**src/rtl/cal_alarm_pkg.sv**
```systemverilog
`timescale 1ns/1ps
package cal_alarm_pkg;
  localparam int unsigned REG_W      = 8;
  localparam int unsigned NUM_FIELDS = 4;
  // position of the per-field disable bit inside an alarm register
  localparam int unsigned DIS_BIT    = 7;
  // control register layout
  localparam int unsigned CTRL_IE_BIT   = 0;
  localparam int unsigned CTRL_FLAG_BIT = 1;
  // reset image of an alarm register: field ignored, value zero
  localparam logic [REG_W-1:0] ALARM_RST = 8'h80;

  typedef enum logic [1:0] {
    FLD_MIN  = 2'd0,
    FLD_HOUR = 2'd1,
    FLD_DAY  = 2'd2,
    FLD_WDAY = 2'd3
  } field_e;

  typedef logic [NUM_FIELDS-1:0][REG_W-1:0] field_vec_t;
endpackage

```
**src/rtl/cal_alarm_regs.sv**
```systemverilog
`timescale 1ns/1ps
module cal_alarm_regs
  import cal_alarm_pkg::*;
#(
  parameter int ADDR_W     = 4,
  parameter int ALARM_BASE = 9
) (
  input  logic              clk,
  input  logic              rst_n,
  input  logic              reg_wr,
  input  logic [ADDR_W-1:0] reg_addr,
  input  logic [REG_W-1:0]  reg_wdata,
  output field_vec_t        alarm_q
);
  for (genvar i = 0; i < NUM_FIELDS; i++) begin : g_field
    localparam logic [ADDR_W-1:0] MY_ADDR = ADDR_W'(ALARM_BASE + i);
    logic             hit;
    logic [REG_W-1:0] d;

    always_comb begin
      hit = reg_wr && (reg_addr == MY_ADDR);
      d   = hit ? reg_wdata : alarm_q[i];
    end

    always_ff @(posedge clk or negedge rst_n) begin
      if (!rst_n) begin
        alarm_q[i] <= ALARM_RST;
      end else if (hit) begin
        alarm_q[i] <= d;
      end
    end
  end
endmodule

```
**src/rtl/cal_alarm_cmp.sv**
```systemverilog
`timescale 1ns/1ps
module cal_alarm_cmp
  import cal_alarm_pkg::*;
#(
  parameter field_vec_t FIELD_MASK = '0
) (
  input  logic       clk,
  input  logic       rst_n,
  input  logic       time_tick,
  input  field_vec_t alarm_i,
  input  field_vec_t time_i,
  output logic       set_evt
);
  logic [NUM_FIELDS-1:0] fld_en;
  logic [NUM_FIELDS-1:0] fld_eq;
  logic                  match;
  logic                  prev_q;
  logic                  prev_d;

  for (genvar i = 0; i < NUM_FIELDS; i++) begin : g_cmp
    assign fld_en[i] = ~alarm_i[i][DIS_BIT];
    assign fld_eq[i] = (((alarm_i[i] ^ time_i[i]) & FIELD_MASK[i]) == '0);
  end

  always_comb begin
    match   = (|fld_en) && (&(fld_eq | ~fld_en));
    prev_d  = time_tick ? match : prev_q;
    set_evt = time_tick && match && !prev_q;
  end

  always_ff @(posedge clk or negedge rst_n) begin
    if (!rst_n) begin
      prev_q <= 1'b0;
    end else if (time_tick) begin
      prev_q <= prev_d;
    end
  end
endmodule

```
**src/rtl/cal_alarm_flag.sv**
```systemverilog
`timescale 1ns/1ps
module cal_alarm_flag (
  input  logic clk,
  input  logic rst_n,
  input  logic set_evt,
  input  logic ctrl_wr,
  input  logic wd_ie,
  input  logic wd_flag,
  output logic flag_q,
  output logic ie_q,
  output logic irq_n
);
  logic flag_d;
  logic ie_d;

  always_comb begin
    flag_d = flag_q;
    if (ctrl_wr && !wd_flag) flag_d = 1'b0;
    if (set_evt)             flag_d = 1'b1;
    ie_d   = ctrl_wr ? wd_ie : ie_q;
  end

  always_ff @(posedge clk or negedge rst_n) begin
    if (!rst_n) begin
      flag_q <= 1'b0;
      ie_q   <= 1'b0;
    end else begin
      flag_q <= flag_d;
      if (ctrl_wr) ie_q <= ie_d;
    end
  end

  assign irq_n = ~(flag_q & ie_q);
endmodule

```
**src/rtl/cal_alarm_unit.sv**
```systemverilog
`timescale 1ns/1ps
module cal_alarm_unit
  import cal_alarm_pkg::*;
#(
  parameter int ADDR_W     = 4,
  parameter int ALARM_BASE = 9,
  parameter int CTRL_ADDR  = 1,
  parameter int MIN_W      = 7,
  parameter int HOUR_W     = 6,
  parameter int DAY_W      = 6,
  parameter int WDAY_W     = 3
) (
  input  logic              clk,
  input  logic              rst_n,
  input  logic              time_tick,
  input  logic [MIN_W-1:0]  min_bcd,
  input  logic [HOUR_W-1:0] hour_bcd,
  input  logic [DAY_W-1:0]  day_bcd,
  input  logic [WDAY_W-1:0] wday,
  input  logic              reg_wr,
  input  logic [ADDR_W-1:0] reg_addr,
  input  logic [REG_W-1:0]  reg_wdata,
  output logic [REG_W-1:0]  reg_rdata,
  output logic              irq_n
);
  localparam logic [ADDR_W-1:0] CTRL_A = ADDR_W'(CTRL_ADDR);
  localparam field_vec_t FIELD_MASK = {
    REG_W'((1 << WDAY_W) - 1),
    REG_W'((1 << DAY_W)  - 1),
    REG_W'((1 << HOUR_W) - 1),
    REG_W'((1 << MIN_W)  - 1)
  };

  field_vec_t            alarm_q;
  field_vec_t            time_vec;
  logic                  set_evt;
  logic                  ctrl_wr;
  logic                  flag_w;
  logic                  ie_w;
  logic [NUM_FIELDS-1:0] dis_w;

  always_comb begin
    time_vec           = '0;
    time_vec[FLD_MIN]  = REG_W'(min_bcd);
    time_vec[FLD_HOUR] = REG_W'(hour_bcd);
    time_vec[FLD_DAY]  = REG_W'(day_bcd);
    time_vec[FLD_WDAY] = REG_W'(wday);
    ctrl_wr            = reg_wr && (reg_addr == CTRL_A);
  end

  for (genvar i = 0; i < NUM_FIELDS; i++) begin : g_dis
    assign dis_w[i] = alarm_q[i][DIS_BIT];
  end

  cal_alarm_regs #(.ADDR_W(ADDR_W), .ALARM_BASE(ALARM_BASE)) u_regs (
    .clk       (clk),
    .rst_n     (rst_n),
    .reg_wr    (reg_wr),
    .reg_addr  (reg_addr),
    .reg_wdata (reg_wdata),
    .alarm_q   (alarm_q)
  );

  cal_alarm_cmp #(.FIELD_MASK(FIELD_MASK)) u_cmp (
    .clk       (clk),
    .rst_n     (rst_n),
    .time_tick (time_tick),
    .alarm_i   (alarm_q),
    .time_i    (time_vec),
    .set_evt   (set_evt)
  );

  cal_alarm_flag u_flag (
    .clk     (clk),
    .rst_n   (rst_n),
    .set_evt (set_evt),
    .ctrl_wr (ctrl_wr),
    .wd_ie   (reg_wdata[CTRL_IE_BIT]),
    .wd_flag (reg_wdata[CTRL_FLAG_BIT]),
    .flag_q  (flag_w),
    .ie_q    (ie_w),
    .irq_n   (irq_n)
  );

  always_comb begin
    reg_rdata = '0;
    if (reg_addr == CTRL_A) begin
      reg_rdata[CTRL_IE_BIT]   = ie_w;
      reg_rdata[CTRL_FLAG_BIT] = flag_w;
    end
    for (int i = 0; i < NUM_FIELDS; i++) begin
      if (reg_addr == ADDR_W'(ALARM_BASE + i)) reg_rdata = alarm_q[i];
    end
  end
endmodule

```
**config.mk**
```make
export PLATFORM = sky130hd
export DESIGN_NAME = cal_alarm_unit
export DESIGN_NICKNAME = d
export VERILOG_FILES = /design/src/rtl/cal_alarm_pkg.sv /design/src/rtl/cal_alarm_regs.sv /design/src/rtl/cal_alarm_cmp.sv /design/src/rtl/cal_alarm_flag.sv /design/src/rtl/cal_alarm_unit.sv
export SDC_FILE = /design/constraint.sdc
export NUM_CORES = 1
export LEC_CHECK = 0
export ABC_AREA = 1
export CORE_MARGIN = 1
export CORE_UTILIZATION = 54
export DETAILED_ROUTE_END_ITERATION = 12
export GPL_TIMING_DRIVEN = 0
export PLACE_DENSITY = 0.85
export SLEW_MARGIN = 20
export SYNTH_ARGS = -nofsm -noshare
export SYNTH_HDL_FRONTEND = slang
export SYNTH_SLANG_ARGS = --single-unit
```
**constraint.sdc**
```tcl
create_clock -name clk -period 3.27 [get_ports clk]
set_input_delay 0.654 -clock clk [delete_from_list [all_inputs] [get_ports clk]]
set_output_delay 0.654 -clock clk [all_outputs]
set_load 0.05 [all_outputs]
```
==> metrics, run 1 <==
Final min period 3.10 ns; setup TNS 0 ns; commonest non-fill, non-tap cell in the layout nand2_1; CTS resizes 8; ant diodes 0; Worst Hold Class input port to asynchronous set/reset pin; via count 1,998; CP endpoint kind output port; I/O pin cnt 47; Tightest Pin Transition 0.485 ns; post-layout net count ~390; Reg clk slew, reported paths 0.07 ns; Req. time, crit path 2.62 ns; # DRC 0; pin count of the biggest net entering global routing 21; worst-skew pair later-pin latency about 0.28 ns; flops & latches, synth 35; cell count after synthesis roughly 300; router iterations before antenna repair 4; die height between 60 and 70 µm; crit path launch type input port; vias in the first global route 1,941; post-route ant nets 0; CP Class input port to output port; initial antenna violation count 0; Post-DP HPWL 3860 µm; finished layout cell area roughly 2700 µm²; XOR/XNOR Fraction of Synth Area 1.65%; CTS Buffer Depth 2; final core occ between 70% and 80%; H-tree depth 2; final worst-path cycle share 94.8%; Post-Synth Simple-Gate Area 31.2%; sequential area share after synthesis 41.5%; Adder-Cell Fraction of Synth Area 0%; Leak Pwr 1.42 nW; setup violators final 0; area of the mapped netlist 2120 µm²; Mapped Avg Cell Area 7.24 µm²; Max IR drop VDD 0.326 mV; postcts setup bufs 0; library cells used by synthesis 23; placed cell count 388; R2R setup slack 2.03 ns; CTS root buf clkbuf_8; drt total wl 4930 µm; Area Growth Syn to Fin 28.6%; Initial Utilization 57.1%; # fillers between 300 and 400; WHS 0.293 ns; Synth warnings 0; most frequent cells in the layout nand2_1 (114), inv_1 (47), clkdlybuf4s50_1 (37); gr usage total 26.7%; skew final roughly 0.0032 ns; core area ~3700 µm²; Synth Area in Compound Gates 14.5%; Final GP Congestion 0.795; Rel. slew slack approximately 68%; status finished clean; # hold bufs at CTS 0; share of cells above drive strength 1 15.2%; fmax 0.322 GHz; Final Hold Vio Count 0; first-pass GRT wire length 8520 µm; pwr dens 460 nW/µm²; CTS sink count 35; CTS tree done; mux share of post-synthesis cell area 0%; Num CTS Buffers 5; vias per inst 5.05; pins over their slew limit 0; Max Cap Viol 0; die footprint 4180 µm²; Net Count, Synth ~330; critical path arrival ~2.5 ns; Die Wd 64.7 µm; grt total ovfl 0; placed inst area 2660 µm²; wire per inst 12.4 µm; Non-Filler Instances 396; main combinational cell family by area after synthesis simple AND/OR/NAND/NOR gates; initial DRC count 147; Critical Path Fanout Max 9; Site Rows 22; count of input and output buffers 46; RSZ-0062 raised after global routing no
## stage by stage
| step | worst slack [ns] | power [mW] |
|---|---|---|
| floorplan | 0.617 | 0.827 |
| global placement | -0.200 | 0.946 |
| detailed placement | -0.205 | 0.966 |
| CTS | 0.0637 | 1.26 |
| global route | 0.0636 | 1.34 |
| finish | 0.169 | 1.25 |
## power breakdown
part           leakage (nW)  internal [mW]  switching [mW]
Combinational         0.937          0.152           0.196
Clock                0.0477          0.146           0.156
Sequential            0.438          0.527          0.0785
## layer usage
metal | vias to the layer above | global-route usage, % | wire length (µm)
met2 | 53 | 46.8 | 2470
met1 | 925 | 33.8 | 2210
met3 | 5 | 4.75 | 206
li1 | 1015 | - | -
met4 | 0 | 6.39 | 46
met5 | - | 0 | 0
## final cells by class
| cell class | instances | area, µm² | share of cell area [%] |
|---|---|---|---|
| sequential | 35 | 881 | 32.3 |
| inverter | 51 | 191 | 7.02 |
| multi-input combinational | 203 | 1000 | 36.8 |
| buffer | 4 | 45.0 | 1.65 |
| clock inverter | 3 | 15.0 | 0.551 |
| timing repair buffer | 47 | 462 | 16.9 |
| clock buffer | 5 | 68.8 | 2.52 |
| tap | 48 | 60.1 | 2.20 |
## worst max-delay path, stage by stage
cell,delay (ns)
clkdlybuf4s50_1,0.54
inv_2,0.06
nor2_4,0.11
nand2_4,0.09
nor2_4,0.22
nand2_1,0.09
o2111ai_1,0.12
dlygate4sd2_1,0.56
## synth_stat cells (all sizes together)
master   instances  area share [%]
nand4            3            0.89
inv             51             9.0
a21oi            3            0.71
nor2            22             5.4
o22ai            1            0.30
xor2             2            0.83
xnor2            2            0.83
o2111ai          4             1.7
nand2          121              23
nand3            6             1.7
o21ai           38              12
dfstp            4             5.0
buf              4             2.1
dfrtp           31              37
nor4             1            0.59
## cell families (layout without fill, tap and decap cells)
group                     count (synthesis)  after routing
AOI/OAI and AO/OA                        46             46
xor gates and xnor gates                  4              4
buffers and inverters                    55            110
DFF                                      35             35
and+or+nand+nor                         153            153
## final timing paths
check	depth (start not counted)	startpoint	to
worst max-delay path	8	reg_addr[3]	reg_rdata[4]
worst min-delay path	1	rst_n	u_regs.alarm_q[5]
worst max register to register	7	u_regs.alarm_q[23]	u_flag.flag_q
worst min register to register	2	u_regs.alarm_q[7]	u_regs.alarm_q[7]
max in group asynchronous	2	rst_n	u_regs.alarm_q[12]
min in group clk	2	u_regs.alarm_q[7]	u_regs.alarm_q[7]
## sequential cells by signal, indices dropped and copies added (netlist names)
| register | cells |
|---|---|
| u_flag.flag_q | 1 |
| u_regs.alarm_q | 32 |
| u_flag.ie_q | 1 |
| u_cmp.prev_q | 1 |
No activity file was read; power rests on OpenSTA's default activity.
==> inputs of run 2 (changes only) <==
- SKIP_CTS_REPAIR_TIMING: not set -> 1
==> metrics, run 2 (same netlist as run 1, synthesis figures left out) <==
grt total ovfl 0 (unchanged); # DRC 0 (unchanged); crit path launch type input port; H-tree depth 2 (unchanged); final worst-path cycle share 94.7% (about the same); CTS sink count 35 (unchanged); initial antenna violation count 0 (unchanged); Worst Hold Class input port to asynchronous set/reset pin; critical path arrival 2.44 ns (about the same); share of cells above drive strength 1 14.4% (-0.86 points); Critical Path Fanout Max 3 (-6); commonest non-fill, non-tap cell in the layout nand2_1; Num CTS Buffers 5 (unchanged); CTS tree done; P_sw 0.430 mW (+0.15%); pin count of the biggest net entering global routing 21 (unchanged); placed inst area 2660 µm² (unchanged); Req. time, crit path 2.62 ns (about the same); pins over their slew limit 0 (unchanged); CP Class input port to output port; Rel. slew slack 64.9% (-2.6 points); wire per inst 12.5 µm (+0.16%); Site Rows 22 (unchanged); finished layout cell area 2770 µm² (+1.5%); pwr dens 456 nW/µm² (-1.0%); die footprint 4180 µm² (unchanged); crit path from reg_addr[0]; switching part of the total power 34.1% (-0.12 points); worst flop-to-flop path startpoint u_regs.alarm_q[23]; r2r endpoint u_flag.flag_q; Post-DP HPWL 3860 µm (unchanged); die height 64.7 µm (unchanged); # fillers 324 (-3.9%); Reg power frac 48.0% (-0.3 points); fmax 0.323 GHz (about the same); Initial Utilization 57.1% (unchanged); Final min period 3.10 ns (-0.00279 ns); Leak Pwr 1.54 nW (+8.0%); router iterations before antenna repair 4 (unchanged); initial DRC count 144 (-2.0%); Cell Int Power 0.831 mW (+0.68%); count of input and output buffers 46 (unchanged); sequential cell area 881 µm² (unchanged); Final GP Congestion 0.795 (unchanged); skew final 0.00342 ns (+0.000259 ns); CTS Buffer Depth 2 (unchanged); max reg flops 32 (unchanged); I/O pin cnt 47 (unchanged); Die Wd 64.7 µm (unchanged); drt total wl 4930 µm (+0.16%); Final Hold Vio Count 0 (unchanged); CTS root buf clkbuf_8; Most common cell on crit path nand2_1; most frequent cells in the layout nand2_1 (114), inv_1 (47), clkdlybuf4s50_1 (37); power after layout 1.26 mW (+0.50%); RSZ-0062 raised after global routing no; Reg clk slew, reported paths 0.07 ns (about the same); vias in the first global route 1,941 (unchanged); post-layout net count 385 (unchanged); post-route ant nets 0 (unchanged); Area Growth Syn to Fin 30.5%; gr usage total 26.6% (-0.038 points); Largest Register u_regs.alarm_q; Stages on worst setup path 8 (unchanged); setup violators final 0 (unchanged); CP endpoint kind output port; pre-CTS setup slack -0.205 ns (unchanged); Crit-path slowest cell clkdlybuf4s50_1; first-pass GRT wire length 8510 µm (about the same); Max Cap Viol 0 (unchanged); Max IR drop VDD 0.327 mV (about the same); worst path cell trace clkdlybuf4s50_1 -> inv_2 -> nor4_2 -> nand2_1 -> nand2_1 -> a21oi_1 -> nand3_1 -> dlymetal6s2s_1; ant diodes 0 (unchanged); core area 3720 µm² (unchanged); status finished clean; path depth of the worst reg2reg path 7 (unchanged); CP Buf/Inv Count 3 (unchanged); worst-skew pair later-pin latency 0.29 ns (about the same); vias per inst 5.04 (-0.20%); slowest cell delay on critical path 0.60 ns (+0.04 ns); setup TNS 0 ns (unchanged); via count 1,994 (-0.20%); Tightest Pin Transition 0.525 ns (+0.0403 ns); crit path setup slack, layout 0.172 ns (+0.00279 ns); cell family with the largest share of critical-path delay buffers and inverters; Clk pwr share 24.0% (about the same); end point of the critical path reg_rdata[0]; Multi-input gate area 1000 µm² (unchanged); Logic pwr share 28.0% (+0.3 points); R2R setup slack 2.03 ns (about the same)
==> run 2: cell count changes in the layout (fill, tap and decap cells not counted), sizes merged <==
cell,before,now
dlymetal6s2s,0,8
dlygate4sd2,5,0
clkbuf,8,5
==> run 2: how the worst min path moves through the flow <==
stage	start	endpoint	slack (ns)	cells past startpoint
floorplan	rst_n	u_cmp.prev_q	0.36	0
global placement	u_regs.alarm_q[7]	u_regs.alarm_q[7]	0.46	2
detailed placement	u_regs.alarm_q[7]	u_regs.alarm_q[7]	0.46	2
CTS	rst_n	u_regs.alarm_q[0]	0.30	1
global route	rst_n	u_regs.alarm_q[5]	0.31	1
finish	rst_n	u_regs.alarm_q[5]	0.29	1
==> run 2: stage by stage <==
stage	hold slack, ns	cells	util [%]
2_1_floorplan	0.358	293	-
3_5_place_dp	0.464	388	71.7
5_1_grt	0.309	396	74.5
4_1_cts	0.296	396	73.9
3_3_place_gp	0.461	387	71.1
6_report	0.292	396	74.5
==> run 2: final cells by class <==
class / instances / share of cell area (%)
inverters: 51 / 6.92
clock inverters: 3 / 0.542
well taps: 48 / 2.17
clock buffers: 5 / 2.49
multi-input cells: 203 / 36.3
repair buffers: 47 / 18.2
plain buffers: 4 / 1.63
flip-flops and latches: 35 / 31.8
==> run 2: power groups by stage <==
stage	logic (mW)	clock network (mW)	registers, mW
detailed placement	0.355	0	0.611
finish	0.353	0.302	0.606
global route	0.403	0.324	0.618
floorplan	0.235	0	0.591
global placement	0.339	0	0.607
CTS	0.357	0.308	0.604
==> run 2: per-layer routing <==
layer | GRT usage (%) | vias up | share of wire (%)
met5 | 0 | - | 0
met4 | 6.39 | 0 | 0.93
met3 | 4.75 | 5 | 4.4
met2 | 46.7 | 57 | 50
met1 | 33.8 | 919 | 45
li1 | - | 1013 | -
